<file path="src/rtl/intc_pkg.sv">
package intc_pkg;
  localparam int BUS_W = 8;
  localparam int NUM_IRQ = 8;
  localparam int IDX_W = $clog2(NUM_IRQ);

  // command and configuration field positions
  localparam int CMD_INIT_BIT   = 4;
  localparam int CMD_OCW3_BIT   = 3;
  localparam int ACK_EOI_BIT    = 5;
  localparam int ACK_SPEC_BIT   = 6;
  localparam int CFG_FOURTH_BIT = 0;
  localparam int CFG_SINGLE_BIT = 1;
  localparam int MODE_AEOI_BIT  = 1;
  localparam logic [BUS_W-1:0] READ_ISR_CODE = 8'h0B;

  typedef enum logic [1:0] {
    PH_IDLE,
    PH_BASE,
    PH_CASC,
    PH_MODE
  } initPhase_t;

  typedef struct packed {
    logic loadCfg;
    logic loadBase;
    logic loadCasc;
    logic loadMask;
    logic setAeoi;
    logic armIsrRead;
    logic dropIsrRead;
    logic eoiAll;
    logic eoiOne;
  } strobes_t;
endpackage

</file>
<file path="src/rtl/intc_ctrl.sv">
module intc_ctrl
  import intc_pkg::*;
(
  input  logic             clk,
  input  logic             rstN,
  input  logic             addrSel,
  input  logic             wrEn,
  input  logic             rdEn,
  input  logic [BUS_W-1:0] wrData,
  input  logic             cfgSingle,
  input  logic             cfgFourth,
  input  logic             isrReadArmed,
  output strobes_t         strobe,
  output logic             initBusy
);
  initPhase_t phase, phaseNext;
  logic cmdWr, dataWr, isInit, isOcw3, isAck;

  always_comb begin
    cmdWr  = wrEn && !addrSel;
    dataWr = wrEn && addrSel;
    isInit = cmdWr && wrData[CMD_INIT_BIT];
    isOcw3 = cmdWr && !wrData[CMD_INIT_BIT] && wrData[CMD_OCW3_BIT];
    isAck  = cmdWr && !wrData[CMD_INIT_BIT] && !wrData[CMD_OCW3_BIT];
  end

  always_comb begin
    strobe             = '0;
    phaseNext          = phase;
    strobe.loadCfg     = isInit;
    strobe.armIsrRead  = isOcw3 && (wrData == READ_ISR_CODE);
    strobe.dropIsrRead = rdEn && !addrSel && isrReadArmed;
    strobe.eoiAll      = isAck && wrData[ACK_EOI_BIT] && !wrData[ACK_SPEC_BIT];
    strobe.eoiOne      = isAck && wrData[ACK_EOI_BIT] && wrData[ACK_SPEC_BIT];
    if (isInit) begin
      phaseNext = PH_BASE;
    end else if (dataWr) begin
      case (phase)
        PH_IDLE: strobe.loadMask = 1'b1;
        PH_BASE: begin
          strobe.loadBase = 1'b1;
          if (cfgSingle && !cfgFourth) phaseNext = PH_IDLE;
          else if (!cfgSingle)         phaseNext = PH_CASC;
          else                         phaseNext = PH_MODE;
        end
        PH_CASC: begin
          strobe.loadCasc = 1'b1;
          phaseNext = cfgFourth ? PH_MODE : PH_IDLE;
        end
        PH_MODE: begin
          strobe.setAeoi = wrData[MODE_AEOI_BIT];
          phaseNext = PH_IDLE;
        end
        default: phaseNext = PH_IDLE;
      endcase
    end
  end

  always_ff @(posedge clk) begin
    if (!rstN) phase <= PH_IDLE;
    else       phase <= phaseNext;
  end

  assign initBusy = (phase != PH_IDLE);
endmodule

</file>
<file path="src/rtl/intc_datapath.sv">
module intc_datapath
  import intc_pkg::*;
(
  input  logic               clk,
  input  logic               rstN,
  input  logic               addrSel,
  input  logic [BUS_W-1:0]   wrData,
  input  strobes_t           strobe,
  input  logic               isrSetValid,
  input  logic [IDX_W-1:0]   isrSetIdx,
  output logic [BUS_W-1:0]   rdData,
  output logic [NUM_IRQ-1:0] maskReg,
  output logic [NUM_IRQ-1:0] isrReg,
  output logic [BUS_W-1:0]   baseReg,
  output logic [BUS_W-1:0]   cascReg,
  output logic               aeoiReg,
  output logic               cfgSingle,
  output logic               cfgFourth,
  output logic               isrReadArmed
);
  logic [NUM_IRQ-1:0] isrNext;

  // clear first, then set: a same-cycle request survives the acknowledge
  always_comb begin
    isrNext = isrReg;
    if (strobe.eoiAll) isrNext = '0;
    if (strobe.eoiOne) isrNext[wrData[IDX_W-1:0]] = 1'b0;
    if (isrSetValid)   isrNext[isrSetIdx] = 1'b1;
  end

  always_ff @(posedge clk) begin
    if (!rstN) begin
      maskReg      <= '0;
      isrReg       <= '0;
      baseReg      <= '0;
      cascReg      <= '0;
      aeoiReg      <= 1'b0;
      cfgSingle    <= 1'b0;
      cfgFourth    <= 1'b0;
      isrReadArmed <= 1'b0;
    end else begin
      isrReg <= isrNext;
      if (strobe.loadCfg) begin
        cfgSingle <= wrData[CFG_SINGLE_BIT];
        cfgFourth <= wrData[CFG_FOURTH_BIT];
      end
      if (strobe.loadMask) maskReg <= wrData[NUM_IRQ-1:0];
      if (strobe.loadBase) baseReg <= {wrData[BUS_W-1:IDX_W], {IDX_W{1'b0}}};
      if (strobe.loadCasc) cascReg <= wrData;
      if (strobe.setAeoi)  aeoiReg <= 1'b1;
      if (strobe.armIsrRead)       isrReadArmed <= 1'b1;
      else if (strobe.dropIsrRead) isrReadArmed <= 1'b0;
    end
  end

  always_comb begin
    if (addrSel)           rdData = BUS_W'(maskReg);
    else if (isrReadArmed) rdData = BUS_W'(isrReg);
    else                   rdData = '0;
  end
endmodule

</file>
<file path="src/rtl/intc_regs.sv">
module intc_regs
  import intc_pkg::*;
(
  input  logic               clk,
  input  logic               rstN,
  input  logic               addrSel,
  input  logic               wrEn,
  input  logic               rdEn,
  input  logic [BUS_W-1:0]   wrData,
  output logic [BUS_W-1:0]   rdData,
  input  logic               isrSetValid,
  input  logic [IDX_W-1:0]   isrSetIdx,
  output logic [NUM_IRQ-1:0] maskOut,
  output logic [NUM_IRQ-1:0] inServiceOut,
  output logic [BUS_W-1:0]   vectorBase,
  output logic [BUS_W-1:0]   cascadeOut,
  output logic               autoEoi,
  output logic               initBusy
);
  strobes_t strobe;
  logic cfgSingle, cfgFourth, isrReadArmed;

  intc_ctrl u_ctrl (
    .clk(clk), .rstN(rstN), .addrSel(addrSel), .wrEn(wrEn), .rdEn(rdEn),
    .wrData(wrData), .cfgSingle(cfgSingle), .cfgFourth(cfgFourth),
    .isrReadArmed(isrReadArmed), .strobe(strobe), .initBusy(initBusy)
  );

  intc_datapath u_dp (
    .clk(clk), .rstN(rstN), .addrSel(addrSel), .wrData(wrData),
    .strobe(strobe), .isrSetValid(isrSetValid), .isrSetIdx(isrSetIdx),
    .rdData(rdData), .maskReg(maskOut), .isrReg(inServiceOut),
    .baseReg(vectorBase), .cascReg(cascadeOut), .aeoiReg(autoEoi),
    .cfgSingle(cfgSingle), .cfgFourth(cfgFourth), .isrReadArmed(isrReadArmed)
  );
endmodule

</file>
<file path="config.mk">
export PLATFORM = sky130hd
export DESIGN_NAME = intc_regs
export DESIGN_NICKNAME = d
export VERILOG_FILES = /design/src/rtl/intc_pkg.sv /design/src/rtl/intc_ctrl.sv /design/src/rtl/intc_datapath.sv /design/src/rtl/intc_regs.sv
export SDC_FILE = /design/constraint.sdc
export NUM_CORES = 1
export LEC_CHECK = 0
export BUFFER_PORTS_ARGS = -buffer_cell sky130_fd_sc_hd__buf_2
export CAP_MARGIN = 15
export CORE_MARGIN = 3
export CORE_UTILIZATION = 30
export CTS_CLUSTER_DIAMETER = 30
export DETAILED_ROUTE_END_ITERATION = 16
export GPL_TIMING_DRIVEN = 0
export PLACE_DENSITY_LB_ADDON = 0.15
export REMOVE_ABC_BUFFERS = 1
export SLEW_MARGIN = 10
export SYNTH_ARGS = -nofsm -noshare
export SYNTH_HDL_FRONTEND = slang
export SYNTH_SLANG_ARGS = --single-unit
</file>
<file path="constraint.sdc">
create_clock -name clk -period 2.3 [get_ports clk]
set_input_delay 0.23 -clock clk [delete_from_list [all_inputs] [get_ports clk]]
set_output_delay 0.23 -clock clk [all_outputs]
set_load 0.03 [all_outputs]
</file>
Yosys cells after proc, flatten, opt, wreduce, memory -nomap -nowiden. Cells that the tools add are included.

Bits of input ports: 17. Word-level logic and storage cells: 74. Flip-flop bits (word level): 35.

Magnitude comparators: 4. Bitwise logic cells: 4. Mux-type cells: 23. Eq/ne operators: 4. Reduce and logical (&&, ||, !) cells: 29.

Operator list (number): 8-bit 2-to-1 mux (5); 1-bit logical AND (15); 1-bit 2-to-1 mux (11); 8-bit bitwise AND (1); 8-bit by 4-bit == test with 1-bit output (second input constant) (1); 3-bit by 4-bit < comparator with 1-bit output (second input constant) (2); 4-bit 2-to-1 mux (2); 8-bit inverter (1); 8-bit bitwise OR (1); 1-bit demux with 3-bit select (2); 3-bit by 1-bit greater-or-equal comparator with 1-bit output (second input constant) (2); 2-bit case mux with 3 select lines (1); 2-bit nonzero test (3); 1-bit zero test (5); 2-bit == test (second input constant) (2); 2-bit 2-to-1 mux (2); 2-bit AND reduction (2); 4-bit nonzero test (1); 3-bit nonzero test (1); 2-bit by 1-bit == test with 1-bit output (second input constant) (1); 2-bit zero test (1); 2-bit OR reduction (1); 1-bit inverter (1).

Longest topological paths before layout.
Depth after elaboration: 11. Gate-level depth with buffers: 5. Gate-level depth less buffers: 5.

Hierarchy. Synthesis repeated with hierarchy kept, for this count alone.

Cell total of the unflattened synthesis: 178. Area total of the unflattened synthesis: 1752.9 µm².

By module, submodules not included: intc_datapath (area each 1418.9 µm², instances 1, cells each 134); intc_ctrl (area each 334.1 µm², instances 1, cells each 44).

Least setup slack after synthesis. No wires, ideal clock.

Kind: register to output. From: register u_dp.isrReg[4]. To: output port rdData[4]. Path slack: 0.782 ns. Stages on the path, launching flop included: 3. Data arrival time: 1.288 ns. Buffers on the path: 0. Cell sequence: dfxtp_1 -> nand2_1 -> o21ai_0.

Longest elaborated chain between the ends: 2.

Ends and longest elaborated chain: start: declaration (RTL line intc_datapath.sv:13) `output logic [NUM_IRQ-1:0] isrReg,`; start signal: assignment (RTL line intc_datapath.sv:42) `isrReg <= isrNext;`; 8-bit 2-to-1 mux (RTL line intc_datapath.sv:58) `else if (isrReadArmed) rdData = BUS_W'(isrReg);`; 8-bit 2-to-1 mux (RTL line intc_datapath.sv:57) `if (addrSel) rdData = BUS_W'(maskReg);`; end: declaration (RTL line intc_regs.sv:10) `output logic [BUS_W-1:0] rdData,`.

Every way passes these cells.

Worst setup path after layout.
From: register u_dp.isrReadArmed. To: output port rdData[0].

Longest elaborated chain between the ends: 2.

Ends and longest elaborated chain: start: declaration (RTL line intc_datapath.sv:19) `output logic isrReadArmed`; start signal: assignment (RTL line intc_datapath.sv:40) `isrReadArmed <= 1'b0;`; start signal: assignment (RTL line intc_datapath.sv:51) `if (strobe.armIsrRead) isrReadArmed <= 1'b1;`; start signal: assignment (RTL line intc_datapath.sv:52) `else if (strobe.dropIsrRead) isrReadArmed <= 1'b0;`; 8-bit 2-to-1 mux (RTL line intc_datapath.sv:58); 8-bit 2-to-1 mux (RTL line intc_datapath.sv:57).

Every way passes these cells.

==> parameters.txt <==
Parameter                              Value

Yosys
  Synth Flop Type ... sky130_fd_sc_hd__dfxtp_1
  Syn Area/Cell ... 9.58 sq um
  Share of the synthesized area in the top cell type ... 0.416
  Largest area contributor in the netlist ... sky130_fd_sc_hd__dfxtp_1
  Async set or reset register ratio after synthesis ... 0
  Post-synth EDFFs ... 0
  Number of register bits inferred by synthesis ... 35
  Netlist Area Pre-Place ... 1690 sq um
  Count of yosys warnings during synthesis ... 0
  Leading cell types by total area after synthesis ... sky130_fd_sc_hd__dfxtp_1 42%, sky130_fd_sc_hd__mux2i_1 14%, sky130_fd_sc_hd__nor2_1 6.7%
  Sequential area share after synthesis ... 0.416
  Cells after Synth ... 176
  Library cells used by synthesis ... 38

Global routing
  Initial antenna violation count ... 0
  Vias in the first global route ... 1323
  Met1 Usage GRT ... 0.202
  Met3 capacity usage during global routing ... 0.0388
  Largest net degree at the start of global routing ... 28
  Gr busiest metal ... met1
  GR Util met2 ... 0.200
  First-pass GRT wire length ... 6960 um
  Total grt overflow ... 0
  Overall Global Routing Usage ... 0.140

Setup path
  Critical path class ... register to output pin
  Sort of element at the end of the critical path ... output pin
  Path depth of the worst reg2reg path ... 5
  Arrival time at the worst endpoint ... 1610 ps
  Critical Path Start Type ... register
  WP data required ... 2070 ps
  Maximum fanout along the worst path ... 7

Power and ir drop
  Worst vdd rail ir drop ... 0.274 mV
  Tot Pwr ... 1.45 mW
  Power density over the cells ... 688 nW/um^2
  Static leakage ... 1.16 nW

Timing
  Worst-margin pin slew ... 648 ps
  Layout Skew ... 3.25 ps
  Least setup slack across all paths after layout ... 459 ps
  Final setup violating endpoints ... 0
  Final hold slack ... 247 ps
  Final Hold Vio Count ... 0
  Accumulated negative setup slack ... 0 ps
  Worst rel slew slack ... 0.567
  Max Freq ... 543 MHz
  Share of the clock period used by the worst path ... 0.800
  Fin. max-slew vios ... 0
  Setup repair after global routing missed its margin ... false
  Post-layout minimum cycle time ... 1840 ps

Detailed routing
  Average wire length per cell after detail routing ... 14.8 um
  Total DRC errors in the routed layout ... 0
  Detailed Route WL ... 4420 um
  Iteration-0 DRC Markers ... 78
  Detailed-route vias per instance ... 4.85
  Remaining antenna violation count ... 0
  Detailed-route via count ... 1449
  Length of the first detailed-routing pass in iterations ... 4

Clocking
  Cells resized by post-CTS repair ... 0
  Clock transition at the registers of the reported paths ... 70 ps
  Clock root buffer ... sky130_fd_sc_hd__clkbuf_8
  Clock tree from TritonCTS ... yes
  Count of clock tree sinks ... 35
  Number of buffers inserted to repair setup after CTS ... 0
  # H-tree levels ... 2
  Maximum count of clock buffers along a single path ... 2
  Later-pin clock latency in the skew report ... 280 ps
  Number of buffers created by CTS ... 5
  Hold bufs inserted after CTS ... 0

Floorplan
  Die Y ... 81.0 um
  Core outline area ... 5270 sq um
  Number of rows in the core area ... 26
  Initial standard-cell utilization of the core ... 0.320
  Die Width ... 81.0 um
  I/O pin cnt ... 59
  Die Area ... 6550 sq um

Layout
  Fraction of final layout cells sized beyond drive strength 1 ... 0.297
  Highest-count cells in the layout ignoring fill and taps ... 55 x sky130_fd_sc_hd__buf_2, 35 x sky130_fd_sc_hd__dfxtp_1, 30 x sky130_fd_sc_hd__nor2_1
  Most common library cell in the layout ignoring fill and taps ... sky130_fd_sc_hd__buf_2
  Diode insertion count for antenna repair ... 0
  Area growth from synthesis to final layout ... 24.9%
  Number of nets in the finished design ... 250
  FILL cells ... 571

Place
  Routability cong. ... 0.794
  Worst slack at placement ... 537 ps
  Count of port buffers added during placement ... 55
  DPL Wire Length ... 3130 um

Flow run
  Max-capacitance violation count ... 0

Min path
  Class of the worst hold path ... input pin to register
  Min-Delay Path Depth ... 3

Run status
  Run status ... complete, no violations
## critical path, stage by stage (launching register included)
cell and delay [ps]:
sky130_fd_sc_hd__dfxtp_1 340, sky130_fd_sc_hd__nor2b_1 540, sky130_fd_sc_hd__a22o_1 240, sky130_fd_sc_hd__buf_2 200
## synthesized netlist by cell type, types with 2 or more instances
library cell and number:
sky130_fd_sc_hd__nor2_1 30, sky130_fd_sc_hd__clkbuf_1 4, sky130_fd_sc_hd__nand3_1 4, sky130_fd_sc_hd__nor2b_1 4, sky130_fd_sc_hd__o311a_1 4, sky130_fd_sc_hd__buf_2 3
sky130_fd_sc_hd__ha_1 5, sky130_fd_sc_hd__and3_1 4, sky130_fd_sc_hd__buf_4 3, sky130_fd_sc_hd__a21o_1 2, sky130_fd_sc_hd__a221o_1 6, sky130_fd_sc_hd__a21oi_1 2
sky130_fd_sc_hd__o21ai_0 3, sky130_fd_sc_hd__and3b_1 2, sky130_fd_sc_hd__mux2i_1 23, sky130_fd_sc_hd__a22o_1 7, sky130_fd_sc_hd__nand3_2 2, sky130_fd_sc_hd__nand2_1 5
sky130_fd_sc_hd__inv_1 9, sky130_fd_sc_hd__nand3b_1 2, sky130_fd_sc_hd__dfxtp_1 35
## stage by stage
step,area (sq um),util,std cells
after floorplan,1620,-,166
after global placement,1990,0.377,291
after CTS,2100,0.399,299
after global routing,2100,0.399,299
final,2100,0.399,299
after detailed placement,1990,0.377,291
## area by class of cell
class	count	area (sq um)	area share
Tap cell	70	87.6	0.0416
Clock buffer	6	82.6	0.0392
Sequential cell	35	701	0.333
Multi-Input combinational cell	121	886	0.421
Inverter	10	37.5	0.0178
Timing Repair Buffer	55	275	0.131
Clock inverter	2	35.0	0.0166
## kinds of logic (layout without fill, tap and decap cells)
| logic type | count (synthesis) | count (layout) | share of synthesized area |
|---|---|---|---|
| and+or+nand+nor | 57 | 57 | 0.174 |
| DFF | 35 | 35 | 0.416 |
| AOI/OAI and AO/OA | 33 | 33 | 0.171 |
| muxes | 23 | 23 | 0.137 |
| buffers and inverters | 22 | 73 | 0.0631 |
| adders and majority gates | 5 | 5 | 0.0371 |
| other | 1 | 3 | 0.00223 |
## layer usage
metal	part of all wire	wire, um
met5	0	0
met2	0.41	1820
met1	0.50	2230
met4	0.010	46
met3	0.074	325
## power by group
group	internal [mW]	total [mW]	switching, mW
combinational	0.0737	0.226	0.152
sequential	0.630	0.651	0.0206
clock	0.351	0.572	0.221
## state kept, by name, indices dropped and copies added, names as in the netlist
register and count:
u_dp.baseReg 5, u_dp.cfgSingle 1, u_dp.cascReg 8, u_dp.maskReg 8, u_ctrl.phase 2, u_dp.aeoiReg 1, u_dp.isrReadArmed 1, u_dp.cfgFourth 1
u_dp.isrReg 8
## final timing paths
path	start	to	slack (ps)
worst max-delay path	u_dp.isrReadArmed$_SDFFE_PN0P_	rdData[0]	460
worst min-delay path	wrData[3]	u_dp.maskReg[3]$_SDFFE_PN0P_	250
worst max register to register	u_ctrl.phase[0]$_SDFFE_PN0P_	u_dp.cascReg[2]$_SDFFE_PN0P_	860
worst min register to register	u_dp.aeoiReg$_SDFFE_PN0P_	u_dp.aeoiReg$_SDFFE_PN0P_	490
Power figures use the tool's default switching activity.
